===== src/rtl/vred_pkg.sv =====
package vred_pkg;

  typedef logic [2:0] opc_t;

  localparam opc_t OPC_ADD = 3'd0;
  localparam opc_t OPC_MUL = 3'd1;
  localparam opc_t OPC_MIN = 3'd2;
  localparam opc_t OPC_MAX = 3'd3;
  localparam opc_t OPC_OR  = 3'd4;

  // condition field bit positions
  localparam int CB_NEG  = 2;
  localparam int CB_POS  = 1;
  localparam int CB_ZERO = 0;

  typedef enum logic [1:0] {
    ST_IDLE = 2'd0,
    ST_READ = 2'd1,
    ST_FOLD = 2'd2,
    ST_FIN  = 2'd3
  } vred_state_t;

  function automatic logic opc_ok(input opc_t o);
    return (o <= OPC_OR);
  endfunction

endpackage


===== src/rtl/vred_ram.sv =====
module vred_ram #(
  parameter int DW    = 16,
  parameter int DEPTH = 64,
  parameter int AW    = $clog2(DEPTH)
) (
  input  logic          clk,
  input  logic          we,
  input  logic [AW-1:0] waddr,
  input  logic [DW-1:0] wdata,
  input  logic [AW-1:0] raddr,
  output logic [DW-1:0] rdata
);

  logic [DW-1:0] mem [DEPTH];

  // simple dual-port, registered read: maps to block RAM
  always_ff @(posedge clk) begin
    if (we) mem[waddr] <= wdata;
    rdata <= mem[raddr];
  end

endmodule


===== src/rtl/vred_lsb_find.sv =====
module vred_lsb_find #(
  parameter int N  = 8,
  parameter int IW = (N > 1) ? $clog2(N) : 1
) (
  input  logic [N-1:0]  vec,
  output logic [IW-1:0] idx,
  output logic          any
);

  logic [N:0]   seen;
  logic [N-1:0] hit;

  assign seen[0] = 1'b0;

  for (genvar gi = 0; gi < N; gi++) begin : g_chain
    assign seen[gi+1] = seen[gi] | vec[gi];
    assign hit[gi]    = vec[gi] & ~seen[gi];
  end

  assign any = seen[N];

  always_comb begin
    idx = '0;
    for (int i = 0; i < N; i++) begin
      if (hit[i]) idx = idx | IW'(i);
    end
  end

endmodule


===== src/rtl/vred_alu.sv =====
module vred_alu
  import vred_pkg::*;
#(
  parameter int DW = 16
) (
  input  opc_t          op,
  input  logic [DW-1:0] a,
  input  logic [DW-1:0] b,
  output logic [DW-1:0] res
);

  logic [2*DW-1:0] prod;
  logic            a_lt_b;

  assign prod   = a * b;
  assign a_lt_b = $signed(a) < $signed(b);

  always_comb begin
    unique case (op)
      OPC_ADD: res = a + b;
      OPC_MUL: res = prod[DW-1:0];
      OPC_MIN: res = a_lt_b ? a : b;
      OPC_MAX: res = a_lt_b ? b : a;
      OPC_OR:  res = a | b;
      default: res = a;
    endcase
  end

endmodule


===== src/rtl/vred_cond.sv =====
module vred_cond
  import vred_pkg::*;
#(
  parameter int DW = 16
) (
  input  logic [DW-1:0] val,
  output logic [2:0]    cls
);

  logic is_zero;

  assign is_zero      = (val == '0);
  assign cls[CB_NEG]  = val[DW-1];
  assign cls[CB_ZERO] = is_zero;
  assign cls[CB_POS]  = ~val[DW-1] & ~is_zero;

endmodule


===== src/rtl/vred_unit.sv =====
module vred_unit
  import vred_pkg::*;
#(
  parameter int DW    = 16,
  parameter int NELEM = 8,
  parameter int DEPTH = 64,
  parameter int AW    = $clog2(DEPTH),
  parameter int VLW   = $clog2(NELEM + 1)
) (
  input  logic             clk,
  input  logic             rst,
  input  logic             host_we,
  input  logic [AW-1:0]    host_waddr,
  input  logic [DW-1:0]    host_wdata,
  input  logic [AW-1:0]    host_raddr,
  output logic [DW-1:0]    host_rdata,
  input  logic             start,
  input  logic [VLW-1:0]   vl,
  input  logic [NELEM-1:0] pred,
  input  logic [2:0]       op,
  input  logic             rc_en,
  input  logic             crm,
  input  logic [AW-1:0]    src_base,
  input  logic [AW-1:0]    dst_base,
  output logic             busy,
  output logic             done,
  output logic [DW-1:0]    result,
  output logic [2:0]       cr_out,
  output logic             cr_valid,
  output logic             illegal_op,
  output logic             no_active
);

  localparam int IW = (NELEM > 1) ? $clog2(NELEM) : 1;

  vred_state_t      state;
  opc_t             op_q;
  logic             rc_q, crm_q;
  logic [AW-1:0]    src_q, dst_q;
  logic [NELEM-1:0] rem_q, act_q, vl_mask;
  logic [DW-1:0]    acc_q;
  logic [2:0]       cr_acc_q;
  logic             have_acc_q, stepped_q;

  logic [IW-1:0]    rem_idx, first_idx;
  logic             rem_any, act_any;
  logic [DW-1:0]    alu_res, rd_data;
  logic [2:0]       step_cls, acc_cls;
  logic             eng_we;
  logic             ram_we;
  logic [AW-1:0]    ram_waddr, ram_raddr;
  logic [DW-1:0]    ram_wdata;

  // elements at or beyond the vector length are never active
  for (genvar gi = 0; gi < NELEM; gi++) begin : g_vlmask
    assign vl_mask[gi] = (VLW'(gi) < vl);
  end

  vred_lsb_find #(.N(NELEM), .IW(IW)) u_rem_find (
    .vec(rem_q), .idx(rem_idx), .any(rem_any)
  );

  vred_lsb_find #(.N(NELEM), .IW(IW)) u_dst_find (
    .vec(act_q), .idx(first_idx), .any(act_any)
  );

  vred_alu #(.DW(DW)) u_alu (
    .op(op_q), .a(acc_q), .b(rd_data), .res(alu_res)
  );

  vred_cond #(.DW(DW)) u_step_cond (.val(alu_res), .cls(step_cls));
  vred_cond #(.DW(DW)) u_acc_cond  (.val(acc_q),   .cls(acc_cls));

  assign busy   = (state != ST_IDLE);
  assign eng_we = (state == ST_FIN) && act_any;

  always_comb begin
    ram_we    = host_we;
    ram_waddr = host_waddr;
    ram_wdata = host_wdata;
    if (eng_we) begin
      ram_we    = 1'b1;
      ram_waddr = dst_q + AW'(first_idx);
      ram_wdata = acc_q;
    end
    ram_raddr = busy ? (src_q + AW'(rem_idx)) : host_raddr;
  end

  vred_ram #(.DW(DW), .DEPTH(DEPTH), .AW(AW)) u_ram (
    .clk(clk), .we(ram_we), .waddr(ram_waddr), .wdata(ram_wdata),
    .raddr(ram_raddr), .rdata(rd_data)
  );

  assign host_rdata = rd_data;

  always_ff @(posedge clk) begin
    if (rst) begin
      state      <= ST_IDLE;
      op_q       <= OPC_ADD;
      rc_q       <= 1'b0;
      crm_q      <= 1'b0;
      src_q      <= '0;
      dst_q      <= '0;
      rem_q      <= '0;
      act_q      <= '0;
      acc_q      <= '0;
      cr_acc_q   <= '0;
      have_acc_q <= 1'b0;
      stepped_q  <= 1'b0;
      done       <= 1'b0;
      result     <= '0;
      cr_out     <= '0;
      cr_valid   <= 1'b0;
      illegal_op <= 1'b0;
      no_active  <= 1'b0;
    end else begin
      done <= 1'b0;
      unique case (state)
        ST_IDLE: begin
          if (start) begin
            op_q       <= op;
            rc_q       <= rc_en;
            crm_q      <= crm;
            src_q      <= src_base;
            dst_q      <= dst_base;
            illegal_op <= 1'b0;
            no_active  <= 1'b0;
            cr_valid   <= 1'b0;
            if (!opc_ok(op)) begin
              illegal_op <= 1'b1;
              done       <= 1'b1;
            end else begin
              rem_q      <= pred & vl_mask;
              act_q      <= pred & vl_mask;
              have_acc_q <= 1'b0;
              stepped_q  <= 1'b0;
              state      <= ST_READ;
            end
          end
        end
        ST_READ: begin
          if (rem_any) begin
            rem_q[rem_idx] <= 1'b0;
            state          <= ST_FOLD;
          end else begin
            state <= ST_FIN;
          end
        end
        ST_FOLD: begin
          if (!have_acc_q) begin
            acc_q      <= rd_data;
            have_acc_q <= 1'b1;
          end else begin
            acc_q <= alu_res;
            if (!stepped_q) begin
              cr_acc_q  <= step_cls;
              stepped_q <= 1'b1;
            end else if (crm_q) begin
              cr_acc_q <= cr_acc_q & step_cls;
            end else begin
              cr_acc_q <= cr_acc_q | step_cls;
            end
          end
          state <= ST_READ;
        end
        ST_FIN: begin
          done  <= 1'b1;
          state <= ST_IDLE;
          if (act_any) begin
            result   <= acc_q;
            cr_valid <= rc_q;
            cr_out   <= rc_q ? (stepped_q ? cr_acc_q : acc_cls) : 3'b000;
          end else begin
            no_active <= 1'b1;
          end
        end
        default: state <= ST_IDLE;
      endcase
    end
  end

  // completion is a single-cycle pulse
  a_r8_done_pulse: assert property (@(posedge clk) disable iff (rst)
    done |=> !done);

  // leaving the busy phase always coincides with completion
  a_r8_busy_ends_done: assert property (@(posedge clk) disable iff (rst)
    $fell(busy) |-> done);

  // an unsupported code finishes at once, flagged, without entering the loop
  a_r1_illegal_fast: assert property (@(posedge clk) disable iff (rst)
    (state == ST_IDLE && start && op > OPC_OR) |=> (done && illegal_op && !busy));

  // an empty request never wrote the file in its final cycle
  a_r6_empty_no_write: assert property (@(posedge clk) disable iff (rst)
    (done && no_active) |-> !$past(eng_we));

  // the engine only writes a slot whose predicate bit is set
  a_r3_write_active_slot: assert property (@(posedge clk) disable iff (rst)
    eng_we |-> act_q[first_idx]);

  // a condition summary is only reported when recording was requested
  a_r7_cr_needs_rc: assert property (@(posedge clk) disable iff (rst)
    cr_valid |-> rc_q);

  // a signed minimum step never exceeds either operand
  a_r2_min_bound: assert property (@(posedge clk) disable iff (rst)
    (state == ST_FOLD && have_acc_q && op_q == OPC_MIN) |->
      ($signed(alu_res) <= $signed(acc_q) && $signed(alu_res) <= $signed(rd_data)));

endmodule


===== config.mk =====
export PLATFORM = sky130hd
export DESIGN_NAME = vred_unit
export DESIGN_NICKNAME = d
export VERILOG_FILES = /design/src/rtl/vred_pkg.sv /design/src/rtl/vred_ram.sv /design/src/rtl/vred_lsb_find.sv /design/src/rtl/vred_alu.sv /design/src/rtl/vred_cond.sv /design/src/rtl/vred_unit.sv
export SDC_FILE = /design/constraint.sdc
export NUM_CORES = 2
export LEC_CHECK = 0
export ABC_CLOCK_PERIOD_IN_PS = 9400
export BUFFER_PORTS_ARGS = -buffer_cell sky130_fd_sc_hd__buf_2
export CAP_MARGIN = 40
export CORE_MARGIN = 3
export CORE_UTILIZATION = 55
export CTS_BUF_LIST = sky130_fd_sc_hd__clkbuf_2 sky130_fd_sc_hd__clkbuf_4 sky130_fd_sc_hd__clkbuf_8
export CTS_CLUSTER_SIZE = 8
export DETAILED_ROUTE_END_ITERATION = 7
export PLACE_DENSITY = 0.83
export REMOVE_ABC_BUFFERS = 1
export SLEW_MARGIN = 40
export SYNTH_ARGS = -nofsm -noshare
export SYNTH_HDL_FRONTEND = slang
export SYNTH_HIERARCHICAL = 1
export SYNTH_SLANG_ARGS = --single-unit

===== constraint.sdc =====
create_clock -name clk -period 9.4 [get_ports clk]
set_input_delay 0.47 -clock clk [delete_from_list [all_inputs] [get_ports clk]]
set_output_delay 0.47 -clock clk [all_outputs]
set_load 0.005 [all_outputs]

---- After elaboration in Yosys (flattened, before gate mapping) ----
Memory sizes are Yosys's and may differ from the RTL's. A register that Yosys moved wholly into a read port is not among the register bits.
Index checks and enable logic that the tools add are counted.
storage, ports and cells
  output and inout port bits .............. 40
  register bits after elaboration ......... 79
  memory bits (writable) .................. 1024
  memories ................................ 1
  word-level logic and storage cells ...... 173
cells by class
  magnitude comparators ................... 12
  equality and inequality tests ........... 13
  reduce and logical (&&, ||, !) cells .... 20
  $add $sub $neg .......................... 3
  bitwise logic cells ..................... 54
  multipliers ............................. 1
  muxes and demuxes ....................... 51
memories
  memory     depth  width  rd ports  clocked after Yosys merged registers in  write ports  line            RTL
  u_ram.mem  64     16     1         1                                        1            vred_ram.sv:14  logic [DW-1:0] mem [DEPTH];
operators with widths
  kind                                                                         number
  16-bit one-hot mux with 5 select lines                                       1
  16-bit two-way mux                                                           4
  3-bit two-way mux                                                            12
  16-bit zero test                                                             2
  8-bit two-way mux                                                            3
  1-bit NOT                                                                    18
  16-bit adder                                                                 1
  1-bit AND                                                                    16
  8-bit AND                                                                    2
  16-bit less-than comparator                                                  1
  3-bit by 4-bit less-than comparator with 1-bit output, first input constant  4
  16-bit by 16-bit multiplier with 16-bit output                               1
  16-bit bitwise OR                                                            1
  8-bit one-hot mux with 2 select lines                                        1
  1-bit two-way mux                                                            15
  1-bit bitwise OR                                                             14
  6-bit by 3-bit adder with 6-bit output                                       2
  2-bit two-way mux                                                            6
  6-bit two-way mux                                                            2
  2-bit inequality test, second input constant                                 6
  3-bit AND reduction                                                          4
  1-bit one-hot mux with 2 select lines                                        5
  1-bit by 4-bit less-than comparator with 1-bit output, first input constant  2
  2-bit by 4-bit less-than comparator with 1-bit output, first input constant  2
  19 further kinds                                                             29

---- Longest topological paths before layout ----
  depth after elaboration ................. 17
  mapped depth ............................ 28
  mapped depth without buffers ............ 26

---- By module ----
The synthesis kept the hierarchy.
by module, submodules not included
  module         times used  area an instance (um^2)  cells an instance
  vred_ram       1           40042.2                  1829
  vred_alu       1           5993.2                   783
  vred_unit      1           3866.2                   500
  vred_lsb_find  2           82.6                     14
  vred_cond      2           57.6                     8

---- Least setup slack after synthesis ----
Ideal clock, no wire load.
  path type ............................... flip-flop to flip-flop
  start point ............................. reg u_ram.rdata[1], read port of u_ram.mem
  end point ............................... reg cr_acc_q[0]
  arrival ................................. 6419 ps
  buffers on the path ..................... 2
  path slack .............................. 2907 ps
  clock period less this slack ............ 6493 ps
  cell stages (with the launch flop) ...... 27
  cell sequence ........................... dfxtp_1 > clkbuf_1 > clkinv_1 > nor2_1 > fa_1 > fa_1 > ha_1 > fa_1 > inv_1 > fa_1 > fa_1 > inv_1 > ha_1 > and2_1 > a22o_1 > nor3_1 > o31ai_1 > a21o_1 > a21oi_1 > xnor2_1 > o221ai_1 > nor4_1 > and4_1 > buf_4 > nand3_1 > a21o_1 > a31oi_1
between the ends
  word-level cells in the longest chain between the ends .. 7
RTL lines
  item                                                                                    line                                RTL
  start: declaration                                                                      vred_ram.sv:11                      output logic [DW-1:0] rdata
  branches (longest 2 deep; another with 16-bit by 16-bit multiplier with 16-bit output)  --
  16-bit one-hot mux with 5 select lines *                                                vred_alu.sv:19                      unique case (op)
  net alu_res[15]                                                                         vred_unit.sv:47                     logic [DW-1:0] alu_res, rd_data;
  16-bit zero test *                                                                      vred_cond.sv:12                     assign is_zero = (val == '0);
  net u_step_cond.is_zero                                                                 vred_cond.sv:10                     logic is_zero;
  3-bit bitwise OR / 3-bit AND (equally long branches)                                    vred_unit.sv:161, vred_unit.sv:159
  3-bit two-way mux                                                                       vred_unit.sv:158                    end else if (crm_q) begin
  3-bit two-way mux *                                                                     vred_unit.sv:155                    if (!stepped_q) begin
  end signal: assignment                                                                  vred_unit.sv:156                    cr_acc_q <= step_cls;
  end signal: assignment                                                                  vred_unit.sv:159                    cr_acc_q <= cr_acc_q & step_cls;
  end signal: assignment                                                                  vred_unit.sv:161                    cr_acc_q <= cr_acc_q | step_cls;
  end: declaration                                                                        vred_unit.sv:42                     logic [2:0] cr_acc_q;
Mark *: on every way through the listed nets, which the timed path passes.
A chain may end at the register's enable or synchronous reset.

---- Worst setup path after layout ----
  start point ............................. reg u_ram.rdata[1], read port of u_ram.mem
  end point ............................... reg cr_acc_q[0]
between the ends
  word-level cells in the longest chain between the ends .. 7
RTL lines
  item                                                                                    line                                RTL
  branches (longest 2 deep; another with 16-bit by 16-bit multiplier with 16-bit output)  --
  16-bit one-hot mux with 5 select lines *                                                vred_alu.sv:19
  net alu_res[13]                                                                         vred_unit.sv:47
  16-bit zero test *                                                                      vred_cond.sv:12
  net step_cls[0]                                                                         vred_unit.sv:48                     logic [2:0] step_cls, acc_cls;
  3-bit bitwise OR / 3-bit AND (equally long branches)                                    vred_unit.sv:161, vred_unit.sv:159
  3-bit two-way mux                                                                       vred_unit.sv:158
  3-bit two-way mux *                                                                     vred_unit.sv:155
Marks and branches as above.

==> metrics.yaml <==
outcome:
  status: "completed"
drt:
  ant_nets: 0
  wl_per_cell_um: 27.5
  drc: 0
  drtIter0Drc: 4031
  first_pass_iters: 6
  routed_wl_mm: 129
  viasPerCell: 6.37
  vias: 29816
place:
  portBuffers: 100
  dp_cells: 4375
  place_ws_ns: 2.09
  gp_congestion: 0.987
  post_dp_cell_area_um2: 52200
  dpl.hpwl_mm: 81.2
synth:
  synth-simple-area-share: 0.0597
  synth-edff-count: 1024
  yosys.cell_types.count: 85
  synth_fa_ha_area_frac: 0.0595
  avgSynthCellArea_um2: 15.9
  synth_compound_area_frac: 0.0560
  syn_inst: 3156
  synth_xor_area_frac: 0.0101
  syn-cell-area_um2: 50200
  yosysWarnings: 6
  synth_mux_area_frac: 0.130
  ys_ff_latch: 1119
  synth_top_family_by_area: "multiplexers"
  seq_area_frac_synth: 0.651
  dominantRegCellSynth: "edfxtp_1"
  synthArstFlopShare: 0
die:
  initial_utilization: 0.556
  die-area_um2: 94900
  rows: 110
  ioPinCount: 101
  die-width_um: 308
  die_h_um: 308
  core_um2: 90300
critical_path:
  cp_data_required_time_ns: 10.13
  r2r_setup_slack_ns: 1.95
  worstSetupPathType: "flop to flop"
  r2r-start: "u_ram/rdata[1]"
  startpoint_type: "flop"
  crit_end: "cr_acc_q[0]"
  end_kind: "flop"
  worstPathArrival_ns: 8.18
  crit_fanout: 12
  timing.rr.end: "cr_acc_q[0]"
  startpoint: "u_ram/rdata[1]"
  r2r_cells: 24
layout:
  utilization: 0.616
  finalNonFillerCells: 4681
  regArea_um2: 32700
  multiInputGateArea_um2: 16000
  fin_nets: 3646
  final_area_um2: 55700
  nFillCells: 6233
  syn2layout_area_growth_pct: 10.9
  layout-drive-gt1-share: 0.227
sta:
  slew_headroom: 0.411
  fmax_ghz: 0.134
  rsz0062_at_grt: "no"
  hold_viol: 0
  finalMaxSlewViolations: 0
  fin_skew_ns: 0.0364
  finalCriticalPeriod_ns: 7.45
  final.setup.worst_slack_ns: 1.95
  tightest_slew_ns: 0.883
  min_period_over_period: 0.793
  finalSetupViolCount: 0
min_path:
  min_path_type: "input pin to flop"
pwr:
  irDropWorstVdd_mv: 0.152
  p_per_area_nw_per_um2: 243
  leakage_nw: 19.1
global_route:
  antenna_found_initial: 7
  gr-usage-all-layers: 0.271
  overflow: 0
  grt_pass1_wl_mm: 190
  grt_pass1_vias: 29477
  grt_max_degree: 108
cts:
  cts_buffers: 169
  htreeDepth: 4
  cts_tree: "done"
  clockBufferDepth: 3
  path_clk_slew_ns: 0.06
  cts_resized: 0
  clk_latency_ns: 0.84
  clock_sinks: 1119
  ctsRootBufferMaster: "clkbuf_8"
flow_run:
  drv_cap: 0
[routing by layer]
layer  track usage  up-vias  share of wire
li1              -    12528              -
met1         0.373    14899           0.37
met2         0.416     2013           0.46
met3        0.0718      376           0.12
met4         0.113        0          0.043
met5             0        -              0
[worst max-delay path: stages, from the launching register on]
cell	delay [ns]
dfxtp_1	0.64
clkinv_1	0.47
nor2_1	0.26
fa_1	0.47
fa_1	0.45
ha_1	0.23
fa_1	0.53
inv_1	0.05
fa_1	0.46
fa_1	0.54
inv_1	0.06
ha_1	0.36
and2_1	0.20
a22o_1	0.21
nor3_1	0.29
o31ai_1	0.19
mux2_2	0.26
nand3_1	0.09
a221o_1	0.28
o2bb2ai_1	0.16
nor4_1	0.48
and4_1	0.31
nand3_1	0.09
a21o_1	0.20
a31oi_1	0.11
[cells in the final DEF (no fill, tap or decap), types with 8 or more instances in the layout]
cell	instances
a2bb2oi_1	9
inv_1	170
fa_1	83
dlygate4sd3_1	25
a21oi_1	111
nand3_1	37
nand2_2	17
a211o_1	10
a311oi_1	9
o22ai_1	12
nand2b_1	13
nor2_1	196
a21o_1	12
a211oi_1	29
clkinv_1	20
edfxtp_1	1024
nor2b_1	48
mux4_2	220
nand4_1	15
a221o_1	8
clkbuf_8	178
clkbuf_4	68
ha_1	106
nor3_1	12
a221oi_1	14
xnor2_1	39
a22oi_1	44
nor4_1	13
nand2_1	252
a31oi_1	17
mux2i_1	112
buf_2	102
o21ai_1	9
o21ai_0	58
dfxtp_1	95
buf_4	100
mux2_2	30
xor2_1	19
[repair_timing]
item,CTS,global route
buffers inserted,0,0
hold buffers,25,0
hold endpoints to repair,24,0
[report_power, final]
group	switching, mW	total, mW	internal, mW
clock network	1.79	3.80	2.00
registers	0.190	5.74	5.55
logic	2.46	4.01	1.55
[cell usage after synthesis (all sizes together) (39+ instances only)]
| master | number | share of area |
|---|---|---|
| buf | 106 | 0.016 |
| fa | 83 | 0.033 |
| a22oi | 44 | 0.0066 |
| clkbuf | 61 | 0.0047 |
| dfxtp | 95 | 0.038 |
| xnor2 | 39 | 0.0068 |
| edfxtp | 1024 | 0.61 |
| mux2i | 112 | 0.022 |
| ha | 106 | 0.026 |
| nand2 | 270 | 0.020 |
| mux4 | 224 | 0.10 |
| o21ai | 70 | 0.0070 |
| inv | 171 | 0.013 |
| a21oi | 112 | 0.011 |
| nor2 | 208 | 0.016 |
| nor2b | 51 | 0.0064 |
[logic make-up (layout without fill, tap and decap cells)]
logic type	count (synthesis)	after routing
muxes	367	367
DFF	1119	1119
AOI/OAI and AO/OA	413	413
adders and majority gates	189	189
xor gates and xnor gates	58	58
other	0	6
and+or+nand+nor	665	665
buffers and inverters	345	688
[flip-flops by register name, indices dropped and copies added (netlist names), 6 cells and up]
name and cells:
act_q 8, src_q 6, acc_q 16, dst_q 6, result 16, u_ram/rdata 16, rem_q 8, u_ram/mem 1024
[final cells by class]
type,instances,area share
inverter,178,0.0120
antenna,6,0.000270
tap,1176,0.0264
timing repair buffer,236,0.0297
clock inverter,28,0.00330
sequential,1119,0.587
multi-input combinational,1692,0.288
clock buffer,246,0.0532
[worst min-delay path by stage]
stage	start	to	slack, ns	depth (start not counted)
6_report	vl[1]	rem_q[1]	0.08	3
3_5_place_dp	result[13]	result[13]	0.45	2
5_1_grt	pred[5]	rem_q[5]	0.06	4
2_1_floorplan	dst_q[0]	dst_q[0]	0.43	2
4_1_cts	vl[1]	rem_q[1]	0.02	3
3_3_place_gp	result[2]	result[2]	0.44	2
[stage by stage]
stage | hold WS (ns) | TNS, ns | power [mW]
after floorplan | 0.435 | -172.04 | 9.11
after global placement | 0.439 | 0 | 9.65
after detailed placement | 0.447 | 0 | 9.72
after CTS | 0.0164 | 0 | 13.5
after global routing | 0.0623 | 0 | 14.1
final | 0.0819 | 0 | 13.5
(Power assumes the default switching activity.)
